==> src/rtl/pct_pkg.sv <==
package pct_pkg;
   localparam int HDR_ZERO_W = 5;
   localparam int DATA_BYTES = 3;

   typedef enum logic [2:0] {
      SLOT_HDR  = 3'd0,
      SLOT_ADR  = 3'd1,
      SLOT_PAY0 = 3'd2,
      SLOT_PAY1 = 3'd3,
      SLOT_D1   = 3'd4,
      SLOT_D0   = 3'd5,
      SLOT_XTRA = 3'd6,
      SLOT_SAT  = 3'd7
   } slot_t;
endpackage

==> src/rtl/pct_frame.sv <==
module pct_frame
   import pct_pkg::*;
#(
   parameter int ADDR_W = 10,
   parameter int PC_W   = 9,
   parameter int SEL_W  = 2
) (
   input  logic              clk,
   input  logic              rst_n,
   input  logic              frm_act,
   input  logic              byte_vld,
   input  logic [7:0]        byte_in,
   output logic [2:0]        slot,
   output logic              rd_frame,
   output logic              rd_req,
   output logic [ADDR_W-1:0] rd_addr,
   output logic              wr_req,
   output logic [ADDR_W-1:0] wr_addr,
   output logic [PC_W-1:0]   wr_pc,
   output logic [SEL_W-1:0]  wr_sel
);
   localparam int LO_W = 8 - SEL_W;
   localparam int HI_W = PC_W - LO_W;
   localparam int AHI_W = ADDR_W - 8;

   logic [2:0]       cnt_q;
   logic             hdr_ok_q;
   logic             rw_q;
   logic [AHI_W-1:0] ahi_q;
   logic [7:0]       alo_q;
   logic [HI_W-1:0]  phi_q;
   logic             take;

   assign take = frm_act && byte_vld;

   always_ff @(posedge clk or negedge rst_n) begin
      if (!rst_n) begin
         cnt_q    <= SLOT_HDR;
         hdr_ok_q <= 1'b0;
         rw_q     <= 1'b0;
         ahi_q    <= '0;
         alo_q    <= '0;
         phi_q    <= '0;
      end else if (!frm_act) begin
         cnt_q    <= SLOT_HDR;
         hdr_ok_q <= 1'b0;
      end else if (byte_vld) begin
         if (cnt_q != SLOT_SAT) cnt_q <= cnt_q + 3'd1;
         case (cnt_q)
            SLOT_HDR: begin
               hdr_ok_q <= (byte_in[7:8-HDR_ZERO_W] == '0);
               rw_q     <= byte_in[2];
               ahi_q    <= byte_in[AHI_W-1:0];
            end
            SLOT_ADR:  alo_q <= byte_in;
            SLOT_PAY0: phi_q <= byte_in[HI_W-1:0];
            default: ;
         endcase
      end
   end

   assign slot     = cnt_q;
   assign rd_frame = hdr_ok_q && rw_q;
   assign rd_req   = take && (cnt_q == SLOT_ADR) && hdr_ok_q && rw_q;
   assign rd_addr  = {ahi_q, byte_in};
   assign wr_req   = take && (cnt_q == SLOT_PAY1) && hdr_ok_q && !rw_q;
   assign wr_addr  = {ahi_q, alo_q};
   assign wr_pc    = {phi_q, byte_in[7:SEL_W]};
   assign wr_sel   = byte_in[SEL_W-1:0];
endmodule

==> src/rtl/pct_trap.sv <==
module pct_trap #(
   parameter int              ADDR_W  = 10,
   parameter int              PC_W    = 9,
   parameter int              SEL_W   = 2,
   parameter int              N_SRC   = 4,
   parameter int              DATA_W  = 24,
   parameter logic [ADDR_W-1:0] MY_ADDR = '0
) (
   input  logic                    clk,
   input  logic                    rst_n,
   input  logic                    wr_req,
   input  logic [ADDR_W-1:0]       wr_addr,
   input  logic [PC_W-1:0]         wr_pc,
   input  logic [SEL_W-1:0]        wr_sel,
   input  logic                    pc_vld,
   input  logic [PC_W-1:0]         pc_val,
   input  logic [N_SRC*DATA_W-1:0] src,
   output logic [DATA_W-1:0]       cap
);
   logic [PC_W-1:0]   trap_q;
   logic [SEL_W-1:0]  sel_q;
   logic [DATA_W-1:0] cap_q;
   logic [DATA_W-1:0] pick;

   always_comb begin
      pick = '0;
      for (int k = 0; k < N_SRC; k++)
         if (sel_q == SEL_W'(k)) pick = src[k*DATA_W +: DATA_W];
   end

   always_ff @(posedge clk or negedge rst_n) begin
      if (!rst_n) begin
         trap_q <= '0;
         sel_q  <= '0;
      end else if (wr_req && (wr_addr == MY_ADDR)) begin
         trap_q <= wr_pc;
         sel_q  <= wr_sel;
      end
   end

   always_ff @(posedge clk or negedge rst_n) begin
      if (!rst_n)                          cap_q <= '0;
      else if (pc_vld && pc_val == trap_q) cap_q <= pick;
   end

   assign cap = cap_q;
endmodule

==> src/rtl/pc_trap_capture.sv <==
module pc_trap_capture
   import pct_pkg::*;
#(
   parameter int              ADDR_W   = 10,
   parameter int              PC_W     = 9,
   parameter int              N_SRC    = 4,
   parameter int              DATA_W   = 24,
   parameter logic [ADDR_W-1:0] CAP_BASE = 10'h0F0
) (
   input  logic                    clk,
   input  logic                    rst_n,
   input  logic                    frm_act,
   input  logic                    byte_vld,
   input  logic [7:0]              byte_in,
   output logic [7:0]              rd_byte,
   input  logic                    pc_vld,
   input  logic [PC_W-1:0]         pc_val,
   input  logic [N_SRC*DATA_W-1:0] reg_src,
   output logic [DATA_W-1:0]       cap_data,
   output logic [DATA_W-1:0]       ser_data
);
   localparam int SEL_W = $clog2(N_SRC);
   localparam int N_CAP = 2;

   if (DATA_W != 8 * DATA_BYTES) begin : g_bad_data
      $error("DATA_W must fill the three read data bytes");
   end
   if (PC_W + SEL_W != 11 || PC_W <= 8 - SEL_W) begin : g_bad_pack
      $error("PC_W and select must pack into the two payload bytes");
   end
   if (ADDR_W != 10) begin : g_bad_addr
      $error("ADDR_W must be 10");
   end

   logic [2:0]        byte_cnt;
   logic              rd_frame;
   logic              rd_req;
   logic [ADDR_W-1:0] rd_addr;
   logic              wr_req;
   logic [ADDR_W-1:0] wr_addr;
   logic [PC_W-1:0]   wr_pc;
   logic [SEL_W-1:0]  wr_sel;
   logic [DATA_W-1:0] caps [N_CAP];
   logic [DATA_W-1:0] snap_q;
   logic [DATA_W-1:0] snap_d;

   pct_frame #(.ADDR_W(ADDR_W), .PC_W(PC_W), .SEL_W(SEL_W)) u_frame (
      .clk(clk), .rst_n(rst_n), .frm_act(frm_act), .byte_vld(byte_vld),
      .byte_in(byte_in), .slot(byte_cnt), .rd_frame(rd_frame),
      .rd_req(rd_req), .rd_addr(rd_addr), .wr_req(wr_req),
      .wr_addr(wr_addr), .wr_pc(wr_pc), .wr_sel(wr_sel)
   );

   for (genvar i = 0; i < N_CAP; i++) begin : g_unit
      pct_trap #(
         .ADDR_W(ADDR_W), .PC_W(PC_W), .SEL_W(SEL_W), .N_SRC(N_SRC),
         .DATA_W(DATA_W), .MY_ADDR(CAP_BASE + ADDR_W'(i))
      ) u_trap (
         .clk(clk), .rst_n(rst_n), .wr_req(wr_req), .wr_addr(wr_addr),
         .wr_pc(wr_pc), .wr_sel(wr_sel), .pc_vld(pc_vld), .pc_val(pc_val),
         .src(reg_src), .cap(caps[i])
      );
   end

   always_comb begin
      snap_d = '0;
      for (int i = 0; i < N_CAP; i++)
         if (rd_addr == CAP_BASE + ADDR_W'(i)) snap_d = caps[i];
   end

   always_ff @(posedge clk or negedge rst_n) begin
      if (!rst_n)      snap_q <= '0;
      else if (rd_req) snap_q <= snap_d;
   end

   always_comb begin
      rd_byte = 8'h00;
      if (rd_frame) begin
         case (byte_cnt)
            SLOT_PAY1: rd_byte = snap_q[23:16];
            SLOT_D1:   rd_byte = snap_q[15:8];
            SLOT_D0:   rd_byte = snap_q[7:0];
            default:   rd_byte = 8'h00;
         endcase
      end
   end

   assign cap_data = caps[0];
   assign ser_data = caps[1];
endmodule

==> config.mk <==
export PLATFORM = sky130hd
export DESIGN_NAME = pc_trap_capture
export DESIGN_NICKNAME = d
export VERILOG_FILES = /design/src/rtl/pct_pkg.sv /design/src/rtl/pct_frame.sv /design/src/rtl/pct_trap.sv /design/src/rtl/pc_trap_capture.sv
export SDC_FILE = /design/constraint.sdc
export NUM_CORES = 1
export LEC_CHECK = 0
export BUFFER_PORTS_ARGS = -buffer_cell sky130_fd_sc_hd__buf_2
export CORE_ASPECT_RATIO = 1.2
export CORE_MARGIN = 10
export CORE_UTILIZATION = 30
export DETAILED_ROUTE_END_ITERATION = 10
export PLACE_DENSITY_LB_ADDON = 0.05
export SYNTH_ARGS = -nofsm -noshare
export SYNTH_HDL_FRONTEND = slang
export SYNTH_SLANG_ARGS = --single-unit
==> constraint.sdc <==
create_clock -name clk -period 1.95 [get_ports clk]
set_input_delay 0.0975 -clock clk [delete_from_list [all_inputs] [get_ports clk]]
set_output_delay 0.0975 -clock clk [all_outputs]
set_load 0.01 [all_outputs]
# Word level (Yosys, flattened, before mapping)
# Cells that the tools add are included.
# totals
reg_bits,112
inputBits,118
out_inout_bits,56
# op_classes
n_addsub,1
n_eq_ne,21
n_mux,18
n_reduce_logical,22
# op_table
operator,n
$mux 24,10
$eq 10x8->1 const B,4
$pmux 8 s3,1
$eq 9x9->1,2
$logic_and 1x1->1,12
$mux 3,3
$reduce_and 3->1,3
$eq 2x2->1 const B,4
$mux 8,1
$eq 3x2->1 const B,2
$eq 3x3->1 const B,2
$ne 2x1->1 const B,3
$logic_not 5->1,1
$eq 2x1->1 const B,2
$logic_not 2->1,2
$reduce_and 2->1,2
$add 3x1->3 const B,1
$eq 3x1->1 const B,1
$logic_not 3->1,1
$mux 1,3
$ne 3x3->1 const B,1
$logic_not 1->1,1

# Longest topological paths before layout
# depth
ltp_word,5
ltp_mapped,8
ltp_nobuf,6

# By module
# Synthesis repeated with hierarchy kept, for this count alone.
# hier_totals
cells_unflattened,462
hier_area_um2,6646.4
# by_module_without_submodules
mod,instances,cells_per_inst,area_each_um2,seq_area_each_um2
pct_trap at g_unit[1].u_trap,1,120,2029.4,875.8
pct_trap at g_unit[0].u_trap,1,120,2028.2,875.8
pc_trap_capture,1,141,1616.6,600.6
pct_frame,1,81,972.2,450.4

# Worst setup path after synthesis
# Ideal clock, no wire load.
# synth_path
kind,reg2reg
start,"register u_frame.cnt_q[0], in the netlist u_frame.slot[0]"
end,register g_unit[1].u_trap.sel_q[0]
setup_ns,0.125
t_arrival_ns,1.911
required_time_ns,1.825
setup_slack_ns,-0.086
path_stages_with_launch,9
n_path_buf,2
synth_period_minus_slack_ns,2.036
path_cell_list,dfrtp_1 > ha_1 > ha_1 > buf_2 > nor4bb_1 > nand2_1 > or3_4 > buf_6 > mux2_4
# synth_via
elab_chain_len,5
# synth_rtl
item,line_no,rtl
"start, declared",pct_frame.sv:26,logic [2:0] cnt_q;
"start signal, assigned",pct_frame.sv:48,if (cnt_q != SLOT_SAT) cnt_q <= cnt_q + 3'd1;
$eq 3x2->1,pct_frame.sv:66,assign wr_req = take && (cnt_q == SLOT_PAY1) && hdr_ok_q && !rw_q;
$logic_and 1x1->1 (3 in a row),pct_frame.sv:66,
$logic_and 1x1->1,pct_trap.sv:35,end else if (wr_req && (wr_addr == MY_ADDR)) begin
"end signal, assigned",pct_trap.sv:37,sel_q <= wr_sel;
"end, declared",pct_trap.sv:21,logic [SEL_W-1:0] sel_q;
# Every way passes these cells.
# A chain may end at the register's enable or synchronous reset.

# Worst setup path in the final report
# layout_path
start,"register u_frame.cnt_q[0], in the netlist u_frame.slot[0]"
end,output rd_byte[5]
# layout_via
elab_chain_len,3
word_cells_on_any_way,5
classes_between,eq/ne (3); mux (2)
# layout_rtl
item,line_no,rtl
$eq 3x3->1 / $eq 3x2->1 (equally long branches),pc_trap_capture.sv:79,case (byte_cnt)
$pmux 8 s3 (*),pc_trap_capture.sv:79,
$mux 8 (*),pc_trap_capture.sv:78,if (rd_frame) begin
"end, declared",pc_trap_capture.sv:15,"output logic [7:0] rd_byte,"
# Mark *: on every way between the ends. The rest lies on a longest branch, timed or not.

==> run summary <==
outcome -> finished with violations
violated checks -> setup timing
summed negative setup slack over all endpoints -> -0.4851 ns
H-Tree Depth -> 3
number of warnings printed during yosys synthesis -> 0
count of unresolved DRC violations after routing -> 0
FFs w/ async S/R, synth -> 1.000
TritonCTS clock tree -> done
row cnt -> 57
floorplan die area -> 26400 um^2
static leakage power -> 0.003680 uW
number of distinct library cell variants in the gate-level netlist after synthesis -> 32
Layout Area Growth over Synthesis -> 28.77%
Die W -> 150.0 um
average detailed-routed wire length per instance -> 21.93 um
placer congestion estimate -> 0.7885
critical setup path kind -> reg -> out
Tot GR Track Use -> 0.1501
via count of the first global-routing pass -> 5148
XOR/XNOR Fraction of Synth Area -> 0.02735
Worst setup EP type -> output pin
final critical path time including I/O delays and setup -> 2.034 ns
metal2 WL -> 10650 um
synthesized flop and latch total -> 112
count of final max-slew check failures -> 0
tightest slew margin relative to the limit -> 0.6609
number of synthesized flops with an enable pin -> 0
top cell type's share of synthesized area -> 0.4607
required time worst endpoint -> 1.85 ns
clock latency on the worst-skew pair -> 0.35 ns
Pre-antenna DRT Iters -> 4
power share of the sequential group -> 0.497
fraction of layout instances using a drive strength above 1 -> 0.5905
Sw Share -> 0.2470
CTS root buffer -> sky130_fd_sc_hd__clkbuf_16
antenna violations before repair -> 0
number of hold violations in the final report -> 0
Chip Height -> 176.0 um
slew at the pin closest to its max-slew limit -> 0.5086 ns
sequential element share of the synthesized area -> 0.4607
cell internal pwr -> 3958 uW
Final HPWL DP -> 14930 um
most common cell after layout, fill and taps aside -> sky130_fd_sc_hd__buf_2
worst setup margin -> -0.08400 ns
ranking of synthesized cells by area -> sky130_fd_sc_hd__dfrtp_1 (46%), sky130_fd_sc_hd__mux4_2 (18%), sky130_fd_sc_hd__mux2_2 (14%), sky130_fd_sc_hd__mux2i_1 (3.9%), sky130_fd_sc_hd__xnor2_1 (2.7%)
via/cell ratio -> 4.900
effective utilization at floorplan -> 0.3025
total congestion overflow after global routing -> 0
power density relative to cell area -> 670.9 nW/um^2
dominant synthesized flop cell -> sky130_fd_sc_hd__dfrtp_1
clock sink count -> 112
Crit path arrival time -> 1.94 ns
first-pass GRT wire length -> 30140 um
largest fanout of any net on the critical path -> 6
Std-Cell Core Area -> 20110 um^2
Top Metal Used -> met4
mux cell area share after synthesis -> 0.3789
worst-case register-to-register setup slack -> 0.01 ns
total clock buffers created by CTS -> 9
Routed met1 length -> 7350 um
number of max-cap violations -> 0
number of vias in the routed layout -> 4302
Initial DRC Count -> 191
Fmax -> 491.6 MHz
Adder-Cell Fraction of Synth Area -> 0.01234
wire length after detailed routing -> 19260 um
clock slew seen by the registers of the worst setup and hold paths -> 0.06 ns
portion of the clock cycle consumed by the worst path in the final layout -> 1.043
post-synthesis instance area -> 6083 um^2
worst-case clock skew -> 0.009070 ns
pin count of the biggest net entering global routing -> 57
Hold/Removal Path Class -> in -> reg
Post-Synth Simple-Gate Area -> 0.05574
count of endpoints failing setup in the final report -> 8
startpoint class of the critical path -> flip-flop
synthesized instance count -> 429
post-synth net total -> 553
VDD IR max -> 0.4866 mV
part of the power in combinational logic -> 0.156
top-level I/O count -> 174
leading cell types in the layout, fill and taps excluded -> sky130_fd_sc_hd__buf_2 (172), sky130_fd_sc_hd__dfrtp_1 (108), sky130_fd_sc_hd__mux2_2 (74)
met3 WL post-DR -> 960 um
largest family of logic cells by synthesized area -> multiplexers
unrepaired setup endpoints after global routing -> true
post-route ant nets -> 0
Bufs on Longest Clock Path -> 2
clock share of power -> 0.347
number of buffers inserted by port buffering -> 173
number of inserted diodes -> 0
Avg Synthesized Cell Area -> 14.18 um^2
switching power of the nets -> 1298 uW
Compound-Gate Fraction of Synth Area -> 0.03887
number of nets in the finished design -> 734
utilization after layout -> 0.3895
post-synthesis cell type with the largest combined area -> sky130_fd_sc_hd__dfrtp_1
==> timing repair <==
action	in CTS	in global routing
buffers inserted	1	1
pin swaps	9	7
hold buffers	1	0
endpoints found under the setup margin	30	36
hold endpoints to repair	112	0
resized for setup	17	8
gates cloned	2	0
==> routing by layer <==
metal  vias to the layer above  GRT usage
met5                         -          0
met4                         0    0.04582
met2                       104     0.2777
met1                      2190     0.1643
li1                       1992          -
met3                        16    0.03611
==> synthesized netlist by cell type, types with 8 or more instances <==
cell type / number
sky130_fd_sc_hd__buf_2: 13
sky130_fd_sc_hd__clkbuf_1: 11
sky130_fd_sc_hd__dfrtp_1: 112
sky130_fd_sc_hd__a222oi_1: 8
sky130_fd_sc_hd__nand2_1: 34
sky130_fd_sc_hd__o21ai_1: 20
sky130_fd_sc_hd__mux2_4: 10
sky130_fd_sc_hd__mux2_2: 74
sky130_fd_sc_hd__nor2_1: 11
sky130_fd_sc_hd__xnor2_1: 19
sky130_fd_sc_hd__mux4_2: 48
sky130_fd_sc_hd__mux2i_1: 24
==> critical path: stages (launching register included) <==
cell and delay [ns]:
sky130_fd_sc_hd__dfrtp_2 0.44, sky130_fd_sc_hd__ha_4 0.18, sky130_fd_sc_hd__ha_4 0.15, sky130_fd_sc_hd__buf_6 0.13, sky130_fd_sc_hd__buf_6 0.12, sky130_fd_sc_hd__a222oi_1 0.32
sky130_fd_sc_hd__nor2_1 0.10, sky130_fd_sc_hd__buf_2 0.16
==> cells by family after synthesis <==
logic type                 after synthesis
DFF                                    112
muxes                                  156
xor gates and xnor gates                19
adders and majority gates                6
buffers and inverters                   32
AOI/OAI and AO/OA                       37
and+or+nand+nor                         67
==> through the flow <==
stage                     instances  setup slack (ns)  total power, uW  hold slack [ns]  instance area (um^2)
final                           878          -0.08400             5256          0.04646                  7834
after global routing            878           -0.2432             5544          0.03189                  7834
after CTS                       877           -0.1494             5348          0.03287                  7809
after detailed placement        859          -0.06009             3463        -0.007499                  7432
after global placement          859          -0.02540             3436        -0.008895                  7432
after floorplan                 429          -0.05566             3048          -0.1981                  6111
==> final cells by class <==
| type | count | area, um^2 |
|---|---|---|
| inverters | 4 | 15.01 |
| clock buffers | 13 | 250.2 |
| multi-input cells | 286 | 3221 |
| flip-flops and latches | 112 | 2808 |
| repair buffers | 197 | 1179 |
| clock inverters | 1 | 30.03 |
| well taps | 265 | 331.6 |
| fillers | 2001 | 12280 |
==> registers in the layout (all words and copies together) (netlist names) <==
signal,count
snap_q,24
u_frame.slot,3
u_frame.rw_q,1
g_unit.u_trap.trap_q,18
u_frame.phi_q,3
g_unit.u_trap.sel_q,4
u_frame.alo_q,8
g_unit.u_trap.cap,48
u_frame.hdr_ok_q,1
u_frame.ahi_q,2
==> final timing paths <==
kind	cells after the start	from	endpoint
setup / recovery	7	u_frame.slot[0]$_DFFE_PN0P_	rd_byte[5]
hold / removal	2	frm_act	u_frame.slot[2]$_DFFE_PN0P_
setup reg to reg	6	u_frame.slot[0]$_DFFE_PN0P_	g_unit[1].u_trap.sel_q[0]$_DFFE_PN0P_
hold reg to reg	2	snap_q[6]$_DFFE_PN0P_	snap_q[6]$_DFFE_PN0P_
max in group asynchronous	3	rst_n	u_frame.slot[0]$_DFFE_PN0P_
min in group asynchronous	2	rst_n	g_unit[1].u_trap.cap[2]$_DFFE_PN0P_
==> power groups by stage <==
stage,Sequential (uW),Clock (uW),Combinational (uW)
final,2610,1830,819
after global routing,2640,2010,900
after CTS,2610,1900,841
after detailed placement,2640,0,822
after global placement,2640,0,801
after floorplan,2620,0,428
No activity file was read; power rests on OpenSTA's default activity.
